`src/rtl/spi_tx_pkg.sv`:
```
`timescale 1ns/1ps
package spi_tx_pkg;

  typedef enum logic [1:0] {
    LINK_DUAL       = 2'b00,
    LINK_SINGLE_OUT = 2'b01,
    LINK_RX_ONLY    = 2'b10,
    LINK_RX_ALT     = 2'b11
  } linkMode_e;

  // strobes from control to datapath
  typedef struct packed {
    logic bufLoad;    // capture host byte into holding register
    logic shiftLoad;  // move holding register into shift register
    logic shiftStep;  // advance shift register by one bit
  } dpStrobes_t;

endpackage

```
`src/rtl/spi_tx_ctrl.sv`:
```
`timescale 1ns/1ps
module spi_tx_ctrl
  import spi_tx_pkg::*;
#(
  parameter int DATA_W = 8,
  parameter int DIV_W  = 8
) (
  input  logic             clk,
  input  logic             rstN,
  input  logic             enable,
  input  logic             cpolIn,
  input  logic             cphaIn,
  input  logic             lsbIn,
  input  logic [1:0]       modeIn,
  input  logic [DIV_W-1:0] divIn,
  input  logic             wrStrobe,
  input  logic             errClear,
  output dpStrobes_t       strobes,
  output logic             cfgCpol,
  output logic             cfgCpha,
  output logic             cfgLsb,
  output linkMode_e        cfgMode,
  output logic             running,
  output logic             phaseOdd,
  output logic             txe,
  output logic             ovrErr
);

  localparam int HALF_N = 2 * DATA_W;
  localparam int HALF_W = $clog2(HALF_N);
  localparam logic [HALF_W-1:0] LAST_HALF = HALF_W'(HALF_N - 1);

  logic [DIV_W-1:0]  cfgDiv;
  logic [DIV_W-1:0]  divCnt;
  logic [HALF_W-1:0] halfCnt;
  logic              runR;
  logic              txeR;
  logic              errR;

  logic rxMode;
  logic tick;
  logic lastHalf;
  logic frameEnd;
  logic wrAccept;
  logic wrReject;
  logic startLoad;
  logic chainLoad;
  logic runNext;

  // configuration shadow: follows inputs only while disabled
  always_ff @(posedge clk or negedge rstN) begin
    if (!rstN) begin
      cfgCpol <= 1'b0;
      cfgCpha <= 1'b0;
      cfgLsb  <= 1'b0;
      cfgMode <= LINK_DUAL;
      cfgDiv  <= '0;
    end else if (!enable) begin
      cfgCpol <= cpolIn;
      cfgCpha <= cphaIn;
      cfgLsb  <= lsbIn;
      cfgMode <= linkMode_e'(modeIn);
      cfgDiv  <= divIn;
    end
  end

  always_comb begin
    rxMode    = cfgMode[1];
    tick      = runR && (divCnt == cfgDiv);
    lastHalf  = (halfCnt == LAST_HALF);
    frameEnd  = tick && lastHalf;
    wrAccept  = wrStrobe && txeR;
    wrReject  = wrStrobe && !txeR;
    startLoad = enable && !rxMode && !runR && !txeR;
    chainLoad = enable && !rxMode && frameEnd && !txeR;

    strobes.bufLoad   = wrAccept;
    strobes.shiftLoad = startLoad || chainLoad;
    strobes.shiftStep = tick && halfCnt[0];

    if (!enable)
      runNext = 1'b0;
    else if (rxMode)
      runNext = 1'b1;
    else if (startLoad)
      runNext = 1'b1;
    else if (frameEnd && !chainLoad)
      runNext = 1'b0;
    else
      runNext = runR;
  end

  always_ff @(posedge clk or negedge rstN) begin
    if (!rstN) begin
      runR    <= 1'b0;
      divCnt  <= '0;
      halfCnt <= '0;
    end else begin
      runR <= runNext;
      if (!enable || !runR) begin
        divCnt  <= '0;
        halfCnt <= '0;
      end else if (tick) begin
        divCnt  <= '0;
        halfCnt <= lastHalf ? '0 : halfCnt + 1'b1;
      end else begin
        divCnt <= divCnt + 1'b1;
      end
    end
  end

  always_ff @(posedge clk or negedge rstN) begin
    if (!rstN) begin
      txeR <= 1'b1;
      errR <= 1'b0;
    end else begin
      if (wrAccept)
        txeR <= 1'b0;
      else if (startLoad || chainLoad)
        txeR <= 1'b1;

      if (wrReject)
        errR <= 1'b1;
      else if (errClear)
        errR <= 1'b0;
    end
  end

  assign running  = runR;
  assign phaseOdd = halfCnt[0];
  assign txe      = txeR;
  assign ovrErr   = errR;

endmodule

```
`src/rtl/spi_tx_datapath.sv`:
```
`timescale 1ns/1ps
module spi_tx_datapath
  import spi_tx_pkg::*;
#(
  parameter int DATA_W = 8
) (
  input  logic              clk,
  input  logic              rstN,
  input  dpStrobes_t        strobes,
  input  logic              lsbFirst,
  input  logic [DATA_W-1:0] wrData,
  output logic              mosiBit
);

  logic [DATA_W-1:0] holdReg;
  logic [DATA_W-1:0] shiftReg;
  logic [DATA_W-1:0] holdRev;

  // bit-reversed copy so the shifter always emits from its top bit
  for (genvar i = 0; i < DATA_W; i++) begin : g_rev
    assign holdRev[i] = holdReg[DATA_W-1-i];
  end

  always_ff @(posedge clk or negedge rstN) begin
    if (!rstN)
      holdReg <= '0;
    else if (strobes.bufLoad)
      holdReg <= wrData;
  end

  always_ff @(posedge clk or negedge rstN) begin
    if (!rstN)
      shiftReg <= '0;
    else if (strobes.shiftLoad)
      shiftReg <= lsbFirst ? holdRev : holdReg;
    else if (strobes.shiftStep)
      shiftReg <= {shiftReg[DATA_W-2:0], 1'b0};
  end

  assign mosiBit = shiftReg[DATA_W-1];

endmodule

```
`src/rtl/spi_tx_engine.sv`:
```
`timescale 1ns/1ps
module spi_tx_engine
  import spi_tx_pkg::*;
#(
  parameter int DATA_W = 8,
  parameter int DIV_W  = 8
) (
  input  logic              clk,
  input  logic              rstN,
  input  logic              enable,
  input  logic              cpol,
  input  logic              cpha,
  input  logic              lsbFirst,
  input  logic [1:0]        mode,
  input  logic [DIV_W-1:0]  divVal,
  input  logic              wrStrobe,
  input  logic [DATA_W-1:0] wrData,
  input  logic              errClear,
  output logic              sck,
  output logic              mosi,
  output logic              mosiOe,
  output logic              txe,
  output logic              bsy,
  output logic              ovrErr
);

  dpStrobes_t strobes;
  logic       cfgCpol;
  logic       cfgCpha;
  logic       cfgLsb;
  linkMode_e  cfgMode;
  logic       running;
  logic       phaseOdd;
  logic       mosiBit;

  spi_tx_ctrl #(
    .DATA_W(DATA_W),
    .DIV_W (DIV_W)
  ) ctrl_i (
    .clk     (clk),
    .rstN    (rstN),
    .enable  (enable),
    .cpolIn  (cpol),
    .cphaIn  (cpha),
    .lsbIn   (lsbFirst),
    .modeIn  (mode),
    .divIn   (divVal),
    .wrStrobe(wrStrobe),
    .errClear(errClear),
    .strobes (strobes),
    .cfgCpol (cfgCpol),
    .cfgCpha (cfgCpha),
    .cfgLsb  (cfgLsb),
    .cfgMode (cfgMode),
    .running (running),
    .phaseOdd(phaseOdd),
    .txe     (txe),
    .ovrErr  (ovrErr)
  );

  spi_tx_datapath #(
    .DATA_W(DATA_W)
  ) dp_i (
    .clk     (clk),
    .rstN    (rstN),
    .strobes (strobes),
    .lsbFirst(cfgLsb),
    .wrData  (wrData),
    .mosiBit (mosiBit)
  );

  always_comb begin
    sck  = running ? (cfgCpol ^ cfgCpha ^ phaseOdd) : cfgCpol;
    mosi = (running && !cfgMode[1]) ? mosiBit : 1'b0;
    unique case (cfgMode)
      LINK_DUAL:       mosiOe = 1'b1;
      LINK_SINGLE_OUT: mosiOe = enable;
      default:         mosiOe = 1'b0;
    endcase
  end

  assign bsy = running;

endmodule

```
`config.mk`:
```
export PLATFORM = sky130hd
export DESIGN_NAME = spi_tx_engine
export DESIGN_NICKNAME = d
export VERILOG_FILES = /design/src/rtl/spi_tx_pkg.sv /design/src/rtl/spi_tx_ctrl.sv /design/src/rtl/spi_tx_datapath.sv /design/src/rtl/spi_tx_engine.sv
export SDC_FILE = /design/constraint.sdc
export NUM_CORES = 1
export LEC_CHECK = 0
export CAP_MARGIN = 20
export CORE_AREA = 2 2 87 55
export CTS_BUF_LIST = sky130_fd_sc_hd__clkbuf_8
export DETAILED_ROUTE_END_ITERATION = 8
export DIE_AREA = 0 0 89 57
export GPL_ROUTABILITY_DRIVEN = 0
export PLACE_DENSITY = 0.71
export SYNTH_ARGS = -nofsm -noshare
export SYNTH_HDL_FRONTEND = slang
export SYNTH_SLANG_ARGS = --single-unit
```
`constraint.sdc`:
```
create_clock -name clk -period 5.4 [get_ports clk]
set_input_delay 0.54 -clock clk [delete_from_list [all_inputs] [get_ports clk]]
set_output_delay 0.54 -clock clk [all_outputs]
set_load 0.1 [all_outputs]
```
==> reports/metrics.csv, run 1 <==
stage,metric,value,unit
synthesis,syn_nets,192,
synthesis,synth_top_family_by_area,multiplexers,
floorplan,die_y,57,µm
clocking,cts_hold_buf,0,
global_route,grt_max_degree,45,
final_layout,layoutNonFillerInstCount,261,
synthesis,synth_area_leader_cell,dfrtp_1,
power,leakage,0.001148,µW
outcome,status,completed,
worst_setup_path,required,4.86,ns
clocking,clk_latency,0.29,ns
global_route,grt_pass1_vias,1450,
power,vdd_drop_max,0.2089,mV
final_layout,nFillCells,376,
routing,wl_per_cell,15.05,µm
worst_setup_path,r2r_end,dp_i.shiftReg[5],
synthesis,ys_warn_count,0,
routing,dr.max_layer_used,met4,
place,pre_cts_ws,1.862,ns
routing,drtIter0Drc,65,
sta,finalHoldViolations,0,
place,placed_cells,253,
worst_setup_path,rrSetupSlack,2.90,ns
routing,dr.pass1.iters,5,
sta,setup_viol,0,
floorplan,fp-row-count,19,
routing,via_count,1339,
global_route,grt_usage,17.73,%
floorplan,die_w,89,µm
synthesis,avgSynthCellArea,12.61,µm²
synthesis,syn_inst,164,
clocking,path_clk_slew,0.08,ns
worst_setup_path,critPathCaptureType,output pin,
global_route,antenna_found_initial,0,
sta,post-route-period-util,65.12,%
clocking,cts_root_buf,clkbuf_8,
synthesis,synth_cell_type_count,30,
synthesis,synthAdderAreaFrac,1.210,%
floorplan,start_util,47.28,%
clocking,clk_path_buf_depth,2,
sta,fmax,284.4,MHz
worst_setup_path,path_cells,clkdlybuf4s50_1 -> inv_1 -> a21oi_1 -> clkdlybuf4s50_1,
routing,drc_errors,0,
synthesis,synth_compound_area_share,2.783,%
worst_setup_path,r2r_cells,5,
routing,viasPerCell,5.130,
min_path,hold_class,in -> async,
worst_setup_path,cpMostUsedCell,clkdlybuf4s50_1,
worst_setup_path,crit_arrival,2.98,ns
routing,routed_wl,3.928,mm
sta,worst_pin_slew,1.072,ns
synthesis,synth-seq-area-share,53.30,%
sta,worst_slack,1.883,ns
worst_setup_path,crit_start,enable,
synthesis,synth-xor-area-share,7.199,%
sta,setup_tns,0,ns
sta,max-slew-margin-rel,28.53,%
flow_run,drv_cap,0,
power,p_total,853.2,µW
floorplan,core-area,4374,µm²
worst_setup_path,worstSetupPathType,in -> out,
place,place_hpwl,3.001,mm
power,powerDensity,338.8,nW/µm²
final_layout,fin_util,57.58,%
place,port_buffers,31,
worst_setup_path,worstReg2RegStart,ctrl_i.divCnt[0],
synthesis,ys_seq_elements,44,
synthesis,synth.area.mux_share,23.05,%
sta,min_period,3.517,ns
global_route,grt_overflow_total,0,
global_route,grt_pass1_wl,6.727,mm
sta,finalMaxSlewViolations,0,
synthesis,yosysTopAreaCellShare,52.03,%
floorplan,die_area,5073,µm²
sta,fin_skew,0.007483,ns
synthesis,synth-simple-area-share,10.22,%
clocking,numClockSinks,44,
final_layout,num_antenna_cells,0,
routing,met1_length,1.946,mm
clocking,post-cts-setup-buffers,0,
clocking,cts_buffers,5,
worst_setup_path,worstSetupStartpointType,input pin,
clocking,h-tree-depth,2,
routing,dr_wl_met2,1.787,mm
worst_setup_path,crit_fanout,17,
synthesis,syn_area,2068,µm²
synthesis,ys_top_cells_by_area,"dfrtp_1, mux2i_1, mux2_2, xor2_1, nor2_1",
routing,ant_nets,0,
worst_setup_path,slowest_stage,clkdlybuf4s50_1,
final_layout,num-nets-final,225,
floorplan,io_pins,32,
clocking,ctsResizeCount,0,
worst_setup_path,cpPeakStageDelay,1.14,ns
final_layout,drive_above_1_share,17.68,%
clocking,tritoncts,yes,
routing,dr_wl_met3,159,µm
sta,rsz0062_at_grt,false,
final_layout,synthToLayoutAreaGrowth,21.78,%
routing by layer:
layer,up-vias,track usage [%]
li1,642,-
met4,0,5.117
met3,5,5.499
met5,-,0
met1,665,24.24
met2,27,27.61
how the worst max path moves through the flow:
stage	endpoint	slack (ns)	cells after the start
6_report	mosiOe	1.88	4
5_1_grt	mosiOe	1.72	4
4_1_cts	mosiOe	1.85	4
3_5_place_dp	mosiOe	1.86	4
3_3_place_gp	mosiOe	1.91	4
2_1_floorplan	sck	2.11	2
metrics by stage:
step                hold slack (ns)  cell area, µm²
floorplan                    0.2444            2068
global placement             0.4738            2425
detailed placement           0.4897            2425
CTS                          0.4257            2519
global route                 0.4690            2519
finish                       0.3937            2519
Yosys cell counts:
master     instances
xnor2_1            3
o2111ai_1          1
ha_1               2
mux2_2            21
o41ai_1            1
clkbuf_1           2
nor3_2             1
and3_2             1
nand3_1            6
nor4_4             1
nand4_1            3
o22ai_1            1
mux2i_1           24
dfstp_2            1
a31oi_1            1
inv_1              5
and2_0             1
buf_2              1
buf_1              1
xor2_1            14
nand4_2            1
and3_1             3
or3_1              2
buf_6              1
nand2_1            7
nand3_2            1
dfrtp_1           43
a21oi_1            4
a21o_1             1
nor2_1            10
flip-flops by register name, indices dropped and copies added, names as in the netlist:
register,flops
ctrl_i.cfgDiv,8
ctrl_i.divCnt,8
dp_i.holdReg,8
dp_i.shiftReg,8
ctrl_i.halfCnt,4
ctrl_i.cfgMode,2
ctrl_i.cfgCpha,1
ctrl_i.cfgCpol,1
ctrl_i.cfgLsb,1
ctrl_i.ovrErr,1
ctrl_i.running,1
ctrl_i.txe,1
layout make-up:
| class | count | area, µm² | area share (%) |
|---|---|---|---|
| flip-flops and latches | 44 | 1102 | 43.77 |
| inverters | 5 | 18.77 | 0.7452 |
| clock inverters | 2 | 11.26 | 0.4471 |
| repair buffers | 31 | 305.3 | 12.12 |
| well taps | 63 | 78.83 | 3.130 |
| multi-input cells | 110 | 919.6 | 36.51 |
| clock buffers | 6 | 82.58 | 3.279 |
logic make-up after synthesis:
family,count (synthesis)
AOI/OAI and AO/OA,9
xor gates and xnor gates,17
DFF,44
buffers and inverters,10
and+or+nand+nor,37
muxes,45
adders and majority gates,2
worst max-delay path, delay by kind of cell:
| kind | cells | cell delay (ns) |
|---|---|---|
| AO/OA/AOI/OAI | 1 | 0.16 |
| buffers and inverters | 3 | 2.27 |
where the power goes:
group	switching (µW)	internal (µW)	total, µW	leakage (µW)
registers	49.1	395	444	0.000542
clock network	109	102	211	0.0000486
logic	105	93.3	198	0.000557
cell usage in the layout, fill, tap and decap left out, types with 3 or more instances in the layout:
master / netlist / final
nand3_1: 6 / 6
and3_1: 3 / 3
dfrtp_1: 43 / 43
xnor2_1: 3 / 3
inv_1: 5 / 6
nand2_1: 7 / 7
xor2_1: 14 / 14
clkdlybuf4s50_1: 0 / 30
nor2_1: 10 / 10
a21oi_1: 4 / 4
mux2i_1: 24 / 24
clkbuf_8: 0 / 6
nand4_1: 3 / 3
mux2_2: 21 / 21
Power figures use the tool's default switching activity.
==> run 2: changes to the inputs <==
- PLACE_DENSITY: 0.71 -> 0.74
- clock period: 5.4 -> 3.2 ns (I/O delays scaled with it)
==> run 2 against run 1 <==
Compared with the run above:
- final area increased by 1.2%
- die area unchanged
- cell count increased by 1.5%
- combinational power increased by 71%
- core utilization increased by 0.72 points
- clock-buffer cell count unchanged
- highest routed layer unchanged
- critical path depth decreased by 3
- total power increased by 69%
- non-clock buffer count increased by 4
- clock power increased by 70%
==> reports/metrics.csv, run 2 (synthesis gave the netlist of run 1 again) <==
stage,metric,value,unit
floorplan,die_w,89,µm
worst_setup_path,worstReg2RegStart,ctrl_i.divCnt[0],
final_layout,fin_util,58.30,%
power,switching_share,30.74,%
worst_setup_path,critPathCaptureType,output pin,
sta,post-route-period-util,66.29,%
min_path,hold_class,in -> async,
routing,ant_nets,0,
worst_setup_path,cp_top_family,buffers and inverters,
power,p_sw,443.0,µW
final_layout,synthToLayoutAreaGrowth,23.29,%
clocking,cts_root_buf,clkbuf_8,
final_layout,layoutNonFillerInstCount,265,
sta,fmax,471.4,MHz
place,port_buffers,31,
clocking,tritoncts,yes,
worst_setup_path,crit_start,ctrl_i.ovrErr,
routing,viasPerCell,5.075,
final_layout,num-nets-final,229,
sta,setup_tns,0,ns
floorplan,fp-row-count,19,
clocking,clk_latency,0.30,ns
floorplan,start_util,47.28,%
final_layout,final_cell_mix,"dfrtp_1, clkdlybuf4s50_1, mux2i_1",
sta,min_period,2.121,ns
sta,worst_pin_slew,0.9696,ns
final_layout,drive_above_1_share,21.78,%
final_layout,finalInstanceArea,2550,µm²
global_route,antenna_found_initial,0,
worst_setup_path,worstSetupStartpointType,register,
outcome,status,completed,
global_route,grt_usage,17.86,%
clocking,clk_path_buf_depth,2,
worst_setup_path,crit_fanout,2,
place,postPlaceCellArea,2427,µm²
place,place_hpwl,2.932,mm
place,placed_cells,255,
clocking,cts_buffers,5,
power,powerDensity,565.2,nW/µm²
sta,finalHoldViolations,0,
floorplan,die_y,57,µm
sta,finalMaxSlewViolations,0,
power,leakage,0.001180,µW
routing,routed_wl,3.980,mm
clocking,path_clk_slew,0.08,ns
floorplan,die_area,5073,µm²
sta,setup_viol,0,
clocking,post-cts-setup-buffers,0,
flow_run,drv_cap,0,
global_route,grt_pass1_vias,1436,
routing,drtIter0Drc,61,
final_layout,nFillCells,358,
global_route,grt_overflow_total,0,
worst_setup_path,worstSetupPathType,reg -> out,
routing,via_count,1345,
floorplan,io_pins,32,
sta,max-slew-margin-rel,35.16,%
worst_setup_path,crit_arrival,1.80,ns
routing,dr.pass1.iters,4,
worst_setup_path,cpPeakStageDelay,1.14,ns
clocking,numClockSinks,44,
global_route,grt_pass1_wl,6.789,mm
worst_setup_path,required,2.88,ns
power,vdd_drop_max,0.3408,mV
clocking,h-tree-depth,2,
power,power_frac_comb,23.5,%
worst_setup_path,slowest_stage,clkdlybuf4s50_1,
routing,wl_per_cell,15.02,µm
global_route,grt_max_degree,45,
floorplan,core-area,4374,µm²
final_layout,num_antenna_cells,0,
power,seqPwrFrac,51.7,%
final_layout,layout_commonest_cell,dfrtp_1,
sta,fin_skew,0.007351,ns
routing,drc_errors,0,
power,power_frac_clock,24.8,%
worst_setup_path,critPathBufInv,1,
sta,rsz0062_at_grt,false,
worst_setup_path,path_cells,clkdlybuf4s50_1,
power,internal_power,998.2,µW
[run 2: final cells by class]
cell class | count | area, µm² | share of cell area, %
Clock buffer | 6 | 82.58 | 3.238
Clock inverter | 2 | 10.01 | 0.3925
Inverter | 5 | 18.77 | 0.7360
Multi-Input combinational cell | 110 | 919.6 | 36.06
Sequential cell | 44 | 1102 | 43.23
Tap cell | 63 | 78.83 | 3.091
Timing Repair Buffer | 35 | 337.8 | 13.25
[run 2: stage by stage]
stage                     power, µW  worst slack [ns]  hold slack, ns
final                          1441             1.079          0.3508
after global routing           1533             1.013          0.3471
after CTS                      1455             1.070          0.1987
after detailed placement       1096             1.040          0.4923
after global placement         1074             1.136          0.4677
after floorplan               982.5            0.1300         0.02441
[run 2: what timing repair did]
item / 4_1_cts / 5_1_grt
gates resized for setup: 0 / 0
endpoints found under the hold margin: 0 / 2
hold buffers: 0 / 1
[run 2: final timing paths]
kind / to / slack (ns) / cells past startpoint
max: ovrErr / 1.08 / 1
min: dp_i.holdReg[0] / 0.35 / 2
max reg2reg: dp_i.shiftReg[4] / 1.19 / 6
min reg2reg: ctrl_i.halfCnt[3] / 0.51 / 1
max in group asynchronous: ctrl_i.txe / 2.39 / 3
min in group clk: ctrl_i.halfCnt[3] / 0.51 / 1
[run 2: per-layer routing]
metal,routed length (µm),track usage (%),up-vias,part of all wire [%]
met4,46,4.264,0,1.2
met2,1950,27.72,30,49
met5,0,0,-,0
met1,1829,24.83,660,46
met3,153,5.644,6,3.8
li1,-,-,649,-
[run 2: power by group through the flow]
stage	clock, µW	sequential [µW]	combinational (µW)
3_3_place_gp	0	750	324
4_1_cts	368	748	340
6_report	358	745	338
2_1_floorplan	0	758	224
5_1_grt	401	763	370
3_5_place_dp	0	758	338
